## config.mk

```make
export PLATFORM = sky130hd
export DESIGN_NAME = ptw_walker
export DESIGN_NICKNAME = d
export VERILOG_FILES = /design/src/rtl/ptw_pkg.sv /design/src/rtl/ptw_canon_chk.sv /design/src/rtl/ptw_addr_gen.sv /design/src/rtl/ptw_pte_eval.sv /design/src/rtl/ptw_walker.sv
export SDC_FILE = /design/constraint.sdc
export NUM_CORES = 1
export LEC_CHECK = 0
export ABC_AREA = 1
export BUFFER_PORTS_ARGS = -buffer_cell sky130_fd_sc_hd__buf_2
export CORE_MARGIN = 2
export CORE_UTILIZATION = 42
export DETAILED_ROUTE_END_ITERATION = 16
export PLACE_DENSITY = 0.76
export SLEW_MARGIN = 20
export SYNTH_ARGS = -nofsm -noshare
export SYNTH_HDL_FRONTEND = slang
export SYNTH_SLANG_ARGS = --single-unit
```

## constraint.sdc

```tcl
create_clock -name clk -period 1.7 [get_ports clk]
set_input_delay 0.17 -clock clk [delete_from_list [all_inputs] [get_ports clk]]
set_output_delay 0.17 -clock clk [all_outputs]
set_load 0.03 [all_outputs]
```

## src/rtl/ptw_pkg.sv

```systemverilog
package ptw_pkg;
  localparam int LVL_N   = 4;
  localparam int IDX_W   = 9;
  localparam int PHYS_W  = 52;
  localparam int FRAME_LO = 12;
  localparam int BIT_PRES = 0;
  localparam int BIT_WR   = 1;
  localparam int BIT_PS   = 7;
  localparam int BIT_NX   = 63;

  typedef enum logic [1:0] {ACC_READ = 2'd0, ACC_WRITE = 2'd1, ACC_FETCH = 2'd2} acc_e;
  typedef enum logic [2:0] {
    FLT_NONE = 3'd0, FLT_NONCANON = 3'd1, FLT_NOTPRES = 3'd2,
    FLT_WRPROT = 3'd3, FLT_NOEXEC = 3'd4
  } flt_e;
  typedef enum logic [1:0] {PG_4K = 2'd0, PG_2M = 2'd1, PG_1G = 2'd2} pgsz_e;

  // 9-bit table index for a level; level 0 takes the highest slice
  function automatic logic [IDX_W-1:0] va_index(input logic [47:0] va, input logic [1:0] lvl);
    case (lvl)
      2'd0:    return va[47:39];
      2'd1:    return va[38:30];
      2'd2:    return va[29:21];
      default: return va[20:12];
    endcase
  endfunction

  function automatic logic [PHYS_W-1:0] entry_addr(input logic [PHYS_W-1:FRAME_LO] base,
                                                   input logic [IDX_W-1:0] idx);
    return {base, idx, 3'b000};
  endfunction

  // leaf frame merged with page offset, then clipped to the implemented width
  function automatic logic [PHYS_W-1:0] leaf_paddr(input logic [63:0] pte, input logic [47:0] va,
                                                   input pgsz_e sz, input logic [PHYS_W-1:0] mask);
    logic [PHYS_W-1:0] full;
    case (sz)
      PG_1G:   full = {pte[51:30], va[29:0]};
      PG_2M:   full = {pte[51:21], va[20:0]};
      default: full = {pte[51:12], va[11:0]};
    endcase
    return full & mask;
  endfunction
endpackage

```

## src/rtl/ptw_canon_chk.sv

```systemverilog
module ptw_canon_chk #(
  parameter int VA_USED = 48
) (
  input  logic [63:0] va,
  output logic        canon_ok
);
  localparam int TOP_N = 64 - VA_USED + 1;
  logic [TOP_N-1:0] top_bits;
  assign top_bits = va[63:VA_USED-1];
  assign canon_ok = (&top_bits) | ~(|top_bits);
  logic unused_lo;
  assign unused_lo = ^va[VA_USED-2:0];
endmodule

```

## src/rtl/ptw_addr_gen.sv

```systemverilog
module ptw_addr_gen
  import ptw_pkg::*;
(
  input  logic [PHYS_W-1:FRAME_LO] base,
  input  logic [47:0]              va,
  input  logic [1:0]               lvl,
  output logic [PHYS_W-1:0]        addr
);
  logic [IDX_W-1:0] idx;
  assign idx  = va_index(va, lvl);
  assign addr = entry_addr(base, idx);
endmodule

```

## src/rtl/ptw_pte_eval.sv

```systemverilog
module ptw_pte_eval
  import ptw_pkg::*;
#(
  parameter int PA_W = 48
) (
  input  logic [63:0]              pte,
  input  logic [1:0]               lvl,
  input  logic [1:0]               acc,
  input  logic [47:0]              va,
  input  logic [PHYS_W-1:0]        pa_mask,
  output logic                     present,
  output logic                     wr_bit,
  output logic                     nx_bit,
  output logic                     wr_deny,
  output logic                     nx_deny,
  output logic                     is_leaf,
  output pgsz_e                    size,
  output logic [PHYS_W-1:FRAME_LO] next_base,
  output logic [PHYS_W-1:0]        leaf_pa
);
  logic ps_bit;
  assign present = pte[BIT_PRES];
  assign wr_bit  = pte[BIT_WR];
  assign nx_bit  = pte[BIT_NX];
  assign ps_bit  = pte[BIT_PS];

  assign wr_deny = (acc == ACC_WRITE) && !wr_bit;
  assign nx_deny = (acc == ACC_FETCH) && nx_bit;

  always_comb begin
    size = PG_4K;
    if (lvl == 2'd1)      size = PG_1G;
    else if (lvl == 2'd2) size = PG_2M;
  end

  assign is_leaf   = (lvl == 2'd3) || (ps_bit && (lvl == 2'd1 || lvl == 2'd2));
  assign next_base = pte[51:12] & pa_mask[51:12];
  assign leaf_pa   = leaf_paddr(pte, va, size, pa_mask);

  logic unused_bits;
  assign unused_bits = ^{pte[62:52], pte[6:2], PA_W[0]};
endmodule

```

## src/rtl/ptw_walker.sv

```systemverilog
module ptw_walker
  import ptw_pkg::*;
#(
  parameter int PA_W    = 48,
  parameter int VA_USED = 48
) (
  input  logic        clk,
  input  logic        rst_n,
  input  logic        req_valid,
  output logic        req_ready,
  input  logic [63:0] req_vaddr,
  input  logic [1:0]  req_acc,
  input  logic [51:0] req_root,
  output logic        mem_req_valid,
  input  logic        mem_req_ready,
  output logic [51:0] mem_req_addr,
  input  logic        mem_rsp_valid,
  input  logic [63:0] mem_rsp_data,
  output logic        res_valid,
  input  logic        res_ready,
  output logic        res_fault,
  output logic [2:0]  res_fcode,
  output logic [1:0]  res_level,
  output logic [51:0] res_paddr,
  output logic [1:0]  res_size,
  output logic        res_wr_ok,
  output logic        res_exec_ok
);
  localparam logic [PHYS_W:0]   MASK_WIDE = (53'd1 << PA_W) - 53'd1;
  localparam logic [PHYS_W-1:0] PA_MASK   = MASK_WIDE[PHYS_W-1:0];

  typedef enum logic [1:0] {S_IDLE, S_ISSUE, S_WAIT, S_DONE} st_e;

  st_e                      st;
  logic [47:0]              va_q;
  logic [1:0]               acc_q;
  logic [1:0]               lvl_q;
  logic [PHYS_W-1:FRAME_LO] base_q;
  logic                     wr_ok_q, x_ok_q;
  flt_e                     fcode_q;
  logic [1:0]               rlvl_q;
  logic [PHYS_W-1:0]        pa_q;
  pgsz_e                    size_q;

  // named events for the checker
  logic acc_fire, canon_ok, noncanon_acc, rsp_fire;

  logic                     e_present, e_wr, e_nx, e_wr_deny, e_nx_deny, e_leaf;
  pgsz_e                    e_size;
  logic [PHYS_W-1:FRAME_LO] e_next;
  logic [PHYS_W-1:0]        e_pa;

  assign req_ready     = (st == S_IDLE);
  assign mem_req_valid = (st == S_ISSUE);
  assign res_valid     = (st == S_DONE);
  assign acc_fire      = req_valid && req_ready;
  assign noncanon_acc  = acc_fire && !canon_ok;
  assign rsp_fire      = (st == S_WAIT) && mem_rsp_valid;

  ptw_canon_chk #(.VA_USED(VA_USED)) u_canon (
    .va       (req_vaddr),
    .canon_ok (canon_ok)
  );

  ptw_addr_gen u_agen (
    .base (base_q),
    .va   (va_q),
    .lvl  (lvl_q),
    .addr (mem_req_addr)
  );

  ptw_pte_eval #(.PA_W(PA_W)) u_eval (
    .pte       (mem_rsp_data),
    .lvl       (lvl_q),
    .acc       (acc_q),
    .va        (va_q),
    .pa_mask   (PA_MASK),
    .present   (e_present),
    .wr_bit    (e_wr),
    .nx_bit    (e_nx),
    .wr_deny   (e_wr_deny),
    .nx_deny   (e_nx_deny),
    .is_leaf   (e_leaf),
    .size      (e_size),
    .next_base (e_next),
    .leaf_pa   (e_pa)
  );

  always_ff @(posedge clk) begin
    if (!rst_n) begin
      st      <= S_IDLE;
      va_q    <= '0;
      acc_q   <= '0;
      lvl_q   <= '0;
      base_q  <= '0;
      wr_ok_q <= 1'b0;
      x_ok_q  <= 1'b0;
      fcode_q <= FLT_NONE;
      rlvl_q  <= '0;
      pa_q    <= '0;
      size_q  <= PG_4K;
    end else begin
      case (st)
        S_IDLE: if (acc_fire) begin
          va_q    <= req_vaddr[47:0];
          acc_q   <= req_acc;
          lvl_q   <= 2'd0;
          base_q  <= req_root[51:12] & PA_MASK[51:12];
          wr_ok_q <= 1'b1;
          x_ok_q  <= 1'b1;
          rlvl_q  <= 2'd0;
          pa_q    <= '0;
          size_q  <= PG_4K;
          if (!canon_ok) begin
            fcode_q <= FLT_NONCANON;
            st      <= S_DONE;
          end else begin
            fcode_q <= FLT_NONE;
            st      <= S_ISSUE;
          end
        end
        S_ISSUE: if (mem_req_ready) st <= S_WAIT;
        S_WAIT: if (mem_rsp_valid) begin
          wr_ok_q <= wr_ok_q & e_wr;
          x_ok_q  <= x_ok_q & ~e_nx;
          rlvl_q  <= lvl_q;
          if (!e_present) begin
            fcode_q <= FLT_NOTPRES;
            st      <= S_DONE;
          end else if (e_wr_deny) begin
            fcode_q <= FLT_WRPROT;
            st      <= S_DONE;
          end else if (e_nx_deny) begin
            fcode_q <= FLT_NOEXEC;
            st      <= S_DONE;
          end else if (e_leaf) begin
            fcode_q <= FLT_NONE;
            pa_q    <= e_pa;
            size_q  <= e_size;
            st      <= S_DONE;
          end else begin
            base_q  <= e_next;
            lvl_q   <= lvl_q + 2'd1;
            st      <= S_ISSUE;
          end
        end
        default: if (res_ready) st <= S_IDLE;
      endcase
    end
  end

  assign res_fault   = (fcode_q != FLT_NONE);
  assign res_fcode   = fcode_q;
  assign res_level   = rlvl_q;
  assign res_paddr   = pa_q;
  assign res_size    = size_q;
  assign res_wr_ok   = wr_ok_q;
  assign res_exec_ok = x_ok_q;
endmodule

```

==> results of run 1 <==
==> worst min-delay path, stage by stage <==
cell	delay [ps]
buf_2	70
o21ai_0	70
nor2_1	70
==> final cells by class <==
type,instances,area [um2],share of cell area
flip-flops and latches,147,2948,0.2905
well taps,188,235.2,0.02318
clock inverters,9,155.1,0.01529
inverters,84,326.6,0.03218
repair buffers,333,2407,0.2372
repair inverters,2,16.27,0.001603
multi-input cells,638,3605,0.3552
clock buffers,22,454.2,0.04476
==> metrics by stage <==
stage | hold WS [ps] | instances
CTS | 0.3876 | 1421
global route | 14.31 | 1423
finish | 7.072 | 1423
global placement | 424.6 | 1352
detailed placement | 427.3 | 1352
floorplan | 335.2 | 939
==> power by group <==
part / switching, mW / internal (mW) / total (mW)
clock: 1.45 / 2.49 / 3.93
sequential: 0.548 / 4.40 / 4.95
combinational: 6.08 / 3.99 / 10.1
total: 8.07 / 10.9 / 18.9
==> sequential cells by signal, summed over array words and instances (netlist names) <==
signal and cells:
base_q 36, res_size 2, va_q 48, res_level 2, acc_q 2, st 2, res_wr_ok 1, res_paddr 48
res_exec_ok 1, lvl_q 2, res_fcode 3
==> kinds of logic after synthesis <==
family,count (synthesis),synth area share
flops,147,0.4506
fa+ha+maj,5,0.009579
other cells,1,0.0005742
buf+inv,154,0.1023
compound gates,263,0.2054
simple gates,359,0.2316
==> layer usage <==
layer,track usage,wire [um],up-vias,share of wire
li1,-,-,3572,-
met1,0.3236,9455,3357,0.41
met2,0.4476,11080,344,0.48
met3,0.07277,1861,46,0.081
met4,0.1068,515,0,0.022
met5,0,0,-,0
==> what timing repair did <==
action                                 in CTS  in global routing
endpoints found under the hold margin      10                  0
pin swaps                                  21                 31
buffers inserted                           14                  2
resized for setup                         187                 85
gates cloned                               14                  2
hold buffers                               10                  0
setup endpoints to repair                  96                106
==> cells in the final DEF, fill, tap and decap left out, types with 7 or more instances in the layout <==
master / instances
a21oi_1: 66
a21oi_2: 46
buf_12: 15
buf_16: 11
buf_2: 244
buf_4: 36
buf_6: 14
clkbuf_16: 18
conb_1: 11
dfxtp_1: 145
dlygate4sd3_1: 10
inv_1: 78
nand2_1: 174
nand2_2: 12
nand2_4: 7
nand3_1: 14
nand3b_1: 13
nor2_1: 104
o21ai_0: 64
o21ai_1: 20
o21ai_2: 41
o21ai_4: 13
o22ai_1: 9
or2_0: 17
==> path summary, 6_finish.rpt <==
check	depth (start not counted)	end
worst max-delay path	9	mem_req_addr[5]
worst min-delay path	3	va_q[2]
worst max register to register	11	base_q[36]
worst min register to register	2	res_paddr[13]
==> qor_table.md, run 1 <==
| Result | Value |
|---|---|
| Run status | complete, but fails checks |
| Violated checks | negative setup slack |
| Peak Freq | 506.3 MHz |
| Core area | 15200 um2 |
| Count of antenna diodes in the layout | 0 |
| Critical-path maximum fanout | 5 |
| Crit path launch | lvl_q[1] |
| Least-Margin Pin Slew | 777.6 ps |
| Via Count | 7319 |
| Setup skew after layout | 10.56 ps |
| Synth top cells by count | nand2_1 (190), dfxtp_1 (147), o21ai_0 (136), a21oi_1 (114), nor2_1 (108) |
| Part of the Yosys area used for sequential elements | 0.4506 |
| Number of placement rows | 45 |
| Total length of routed wires | 22.91 mm |
| Slowest-stage cell, CP | dfxtp_4 |
| Number of fillers in the final layout | 1260 |
| Power, Total | 18.94 mW |
| Cell type with the highest occurrence count on the critical path | o21ai_1 |
| Total negative slack | -17530 ps |
| Starting utilization of the core area | 0.4296 |
| Dominant cell type by area after synthesis | dfxtp_1 |
| Hold wc startpoint | req_vaddr[2] |
| Arrival @ worst endpoint | 1800 ps |
| Clock latency on the worst-skew pair | 420 ps |
| Worst min path class | in2reg |
| Tot GR Track Use | 0.2661 |
| Gp weighted congestion | 0.8551 |
| Power per Cell Area | 1867 nW/um2 |
| Post-route DRC | 0 |
| Layout-stage area growth over the synthesis result | 55.36% |
| Yosys reg bits | 147 |
| Setup slack at placement | -164.3 ps |
| Count of final hold-check violations | 0 |
| Initial antenna violation count | 0 |
| CP required | 1530 ps |
| GR Overflow Total | 0 |
| Total Nets Final | 1416 |
| Half-perimeter wire length after placement | 14.07 mm |
| Cell at the root of the clock tree | clkbuf_16 |
| Share of Yosys cell area claimed by the top area cell type | 0.4506 |
| Crit path time final | 1975 ps |
| Post-route design area | 10150 um2 |
| Static leakage | 4.644 nW |
| Most frequently used flop master after synthesis | dfxtp_1 |
| Count of H-tree levels built during CTS | 4 |
| First-pass GRT wire length | 34.17 mm |
| Reg-to-reg slack, setup | -250 ps |
| Clock transition at the registers of the reported paths | 60 ps |
| Setup repair after global routing missed its margin | yes |
| Antenna viol nets, final | 0 |
| Startpoint of the worst register-to-register path | lvl_q[1] |
| Total setup violations reported at the end of the flow | 98 |
| Category of cells accounting for the largest share of critical-path delay | buffers and inverters |
| Average instance area after synthesis | 7.030 um2 |
| Post-synthesis cell type count | 33 |
| Clock Sink Count | 147 |
| IO buf count | 253 |
| Total iterations of the first detailed-routing run | 5 |
| Max-cap violation count | 0 |
| DRC marker count from the first detailed-route iteration | 484 |
| Number of max-slew violations in the final report | 0 |
| Ranking of synthesized cells by area | dfxtp_1 (45%), nand2_1 (11%), o21ai_0 (10%), a21oi_1 (8.7%), nor2_1 (6.2%) |
| Async SR Flop Fraction | 0 |
| Buffers and inverters on the worst path | 4 |
| Clock buffer count from CTS | 17 |
| Post-synth EDFFs | 0 |
| Number of cells produced by synthesis | 929 |
| Clock tree from TritonCTS | built |
| Max VDD drop | 0.8729 mV |
| Worst rel slew slack | 0.4816 |
| Mean number of vias per cell | 5.143 |
| Finished Core Util | 0.6675 |
| Number of placed I/O pins | 305 |
| Clock Tree Buf Depth | 2 |
| Pin count of the biggest net entering global routing | 62 |
| Series of cell instances along the critical path | inv_4 > buf_6 > ha_4 > buf_12 > nand2_1 > o21ai_1 > a21oi_1 > o21ai_1 > buf_4 |
| Warnings from Yosys | 0 |
| Cell area after placement | 8175 um2 |
| Overall die area | 16560 um2 |
| Post-Syn Area | 6531 um2 |
| Sort of element at the end of the critical path | primary output |
| Slowest cell delay on critical path | 360 ps |
| Crit Path Class | reg2out |
| Fin worst setup slack | -274.9 ps |
| Die Width | 128.7 um |
| Die span in y | 128.7 um |
| Number of global-route vias before repair | 6727 |
| Crit path launch type | flip-flop |
| Top-count cell post-synth | nand2_1 |
| Share of post-route cells with drive strength above 1 | 0.4016 |
| Fraction of the cycle the final worst path needs | 1.162 |
| Detail-routed net length per standard cell | 16.10 um |
(Power assumes the default switching activity.)
==> inputs of run 2 (changes only) <==
--- a/config.mk
+++ b/config.mk
@@ -7,6 +7,8 @@
 export LEC_CHECK = 0
 export ABC_AREA = 1
 export BUFFER_PORTS_ARGS = -buffer_cell sky130_fd_sc_hd__buf_2
+export CAP_MARGIN = 0
+export CORE_ASPECT_RATIO = 2
 export CORE_MARGIN = 2
 export CORE_UTILIZATION = 42
 export DETAILED_ROUTE_END_ITERATION = 16
==> run 2 against run 1 <==
The run still ends with negative setup slack left. Final cell count grew 1.5%. Final area increased by 3.2%. Sequential share of layout area fell by 0.87 points. Utilization up 1.7 points. Clock skew decreased by 0.99 ps. Wire length up 7.4%. Non-clock buffer count increased by 11. Combinational power rose by 6%. Sequential cell count unchanged. Sequential power barely moved. Global-route usage is 2.1 points higher. Die area increased by 0.37%.
==> qor_table.md, run 2 (synthesis results as in run 1) <==
| Result | Value | Change |
|---|---|---|
| GR Overflow Total | 0 | unchanged |
| Half-perimeter wire length after placement | 14.64 mm | +4.0% |
| Reg-to-reg slack, setup | -260 ps | about the same |
| Run status | complete, but fails checks |  |
| Clock Sink Count | 147 | unchanged |
| Finished Core Util | 0.6844 | +0.01690 |
| Max-cap violation count | 0 | unchanged |
| Worst rel slew slack | 0.6507 | +0.1691 |
| Tot GR Track Use | 0.2867 | +0.02055 |
| Detail-routed net length per standard cell | 17.02 um | +5.7% |
| Setup repair after global routing missed its margin | yes |  |
| Peak Freq | 509.9 MHz | +0.70% |
| Crit path time final | 1961 ps | -13.65 ps |
| Via Count | 7560 | +3.3% |
| Layout Cells excl Fill | 1445 | +1.5% |
| Post-route design area | 10470 um2 | +3.2% |
| Crit path launch | lvl_q[0] |  |
| Count of final hold-check violations | 0 | unchanged |
| Worst min path class | in2reg |  |
| Max VDD drop | 1.063 mV | +22% |
| Post-route DRC | 0 | unchanged |
| Combinational fraction of design power | 0.544 | +0.013 |
| Crit path launch type | flip-flop |  |
| Number of placement rows | 64 | +42% |
| Most frequent cells in the layout | buf_2 (244), nand2_1 (175), dfxtp_1 (145) |  |
| Critical-path maximum fanout | 8 | +3 |
| Violated checks | negative setup slack |  |
| Power per Cell Area | 1886 nW/um2 | +1.0% |
| Startpoint of the worst register-to-register path | lvl_q[0] |  |
| Part of the total power dissipated in the clock network | 0.206 | -0.002 |
| Total negative slack | -17830 ps | -304.7 ps |
| Layout-stage area growth over the synthesis result | 60.27% |  |
| Arrival @ worst endpoint | 2280 ps | +480 ps |
| R2R cell count | 11 | unchanged |
| Total length of routed wires | 24.60 mm | +7.4% |
| Initial antenna violation count | 2 | +2 |
| Static leakage | 4.720 nW | +1.6% |
| DRC marker count from the first detailed-route iteration | 278 | -43% |
| Pin count of the biggest net entering global routing | 87 | +40% |
| Number of placed I/O pins | 305 | unchanged |
| Gp weighted congestion | 0.8648 | +1.1% |
| Cell at the root of the clock tree | clkbuf_16 |  |
| Hold path cells | 3 | unchanged |
| Endpoint with the worst hold slack | va_q[34] |  |
| Fraction of the cycle the final worst path needs | 1.154 | -0.008028 |
| Setup slack at placement | -200.0 ps | -35.71 ps |
| Switching power summed over all nets | 8.459 mW | +4.8% |
| Switching part of the total power | 0.4285 | +0.002515 |
| CP required | 2020 ps | +490 ps |
| Count of H-tree levels built during CTS | 4 | unchanged |
| Total Nets Final | 1425 | +0.64% |
| Clock tree from TritonCTS | built |  |
| Antenna viol nets, final | 0 | unchanged |
| Internal power component | 11.28 mW | +3.8% |
| Overall die area | 16620 um2 | +0.37% |
| Setup skew after layout | 9.575 ps | -0.9883 ps |
| Core area | 15290 um2 | +0.61% |
| Least-Margin Pin Slew | 523.9 ps | -253.7 ps |
| Total setup violations reported at the end of the flow | 98 | unchanged |
| Number of cells in the design after placement | 1366 | +1.0% |
| Hold wc startpoint | req_vaddr[34] |  |
| Share of post-route cells with drive strength above 1 | 0.4177 | +0.01605 |
| Crit Path Class | reg2reg |  |
| Clock transition at the registers of the reported paths | 60 ps | about the same |
| Die span in y | 180.4 um | +40% |
| Fin worst setup slack | -261.3 ps | +13.65 ps |
| Sequential Power Share | 0.250 | -0.011 |
| Number of max-slew violations in the final report | 0 | unchanged |
| Cell area after placement | 8230 um2 | +0.67% |
| Sort of element at the end of the critical path | flip-flop |  |
| Mean number of vias per cell | 5.232 | +1.7% |
| Total iterations of the first detailed-routing run | 4 | -1 |
| Clock latency on the worst-skew pair | 430 ps | about the same |
| Starting utilization of the core area | 0.4270 | -0.002601 |
| Die Width | 92.18 um | -28% |
| First-pass GRT wire length | 37.14 mm | +8.7% |
| Clock Tree Buf Depth | 2 | unchanged |
| Commonest non-fill, non-tap cell in the layout | buf_2 |  |
| Number of fillers in the final layout | 1230 | -2.4% |
| Worst reg2reg endpoint | res_paddr[17] |  |
| IO buf count | 253 | unchanged |
| Number of global-route vias before repair | 7418 | +10% |
| Clock buffer count from CTS | 17 | unchanged |
run 2: worst max path at each step:
| stage | to | slack (ps) | cells after the start |
|---|---|---|---|
| floorplan | lvl_q[1] | -5 | 10 |
| global placement | mem_req_addr[10] | -210 | 7 |
| detailed placement | res_paddr[17] | -200 | 11 |
| CTS | mem_req_addr[7] | -210 | 8 |
| global route | base_q[41] | -320 | 11 |
| finish | res_paddr[17] | -260 | 11 |
run 2: power by group through the flow:
stage,registers (mW),clock network (mW),logic [mW]
final,4.94,4.06,10.7
after global placement,4.91,0,6.94
after CTS,4.90,4.09,9.98
after floorplan,6.10,0,3.49
after detailed placement,4.95,0,7.03
after global routing,5.03,4.23,11.4
run 2: what timing repair did:
item                                    CTS  global route
endpoints found under the setup margin   96           140
hold buffers                             13             0
endpoints found under the hold margin    13             0
pin swaps                                40            52
setup buffers                            17             8
resized for setup                       188           106
gates cloned                             16             1
run 2: area by class of cell:
cell class / count / area [um2] / area share
Timing Repair Buffer: 344 / 2590 / 0.2474
Tap cell: 198 / 247.7 / 0.02367
Sequential cell: 147 / 2950 / 0.2819
Clock inverter: 13 / 182.7 / 0.01745
Multi-Input combinational cell: 638 / 3705 / 0.3539
Clock buffer: 19 / 452.9 / 0.04327
Inverter: 84 / 334.1 / 0.03191
Antenna cell: 2 / 5.005 / 0.0004781
run 2: worst max-delay path, cell delays in order (launching register included):
cell and delay [ps]:
dfxtp_4 370, inv_4 50, ha_4 280, a21oi_4 70, buf_6 120, o21ai_4 140, nand3_4 160, buf_12 180
buf_12 130, buf_16 150, o21ai_4 150, a21oi_2 50
run 2: per-stage QoR:
stage	hold slack [ps]	power [mW]
2_1_floorplan	335.2	9.589
3_3_place_gp	420.5	11.85
3_5_place_dp	425.4	11.99
4_1_cts	0.2804	18.97
5_1_grt	22.67	20.65
6_report	13.24	19.74
run 2: metal layers:
layer  wire length (um)  GRT usage
met1               8777     0.3028
met2              12910     0.5162
met3               1414    0.04684
met4               1500     0.1821
met5                  0          0
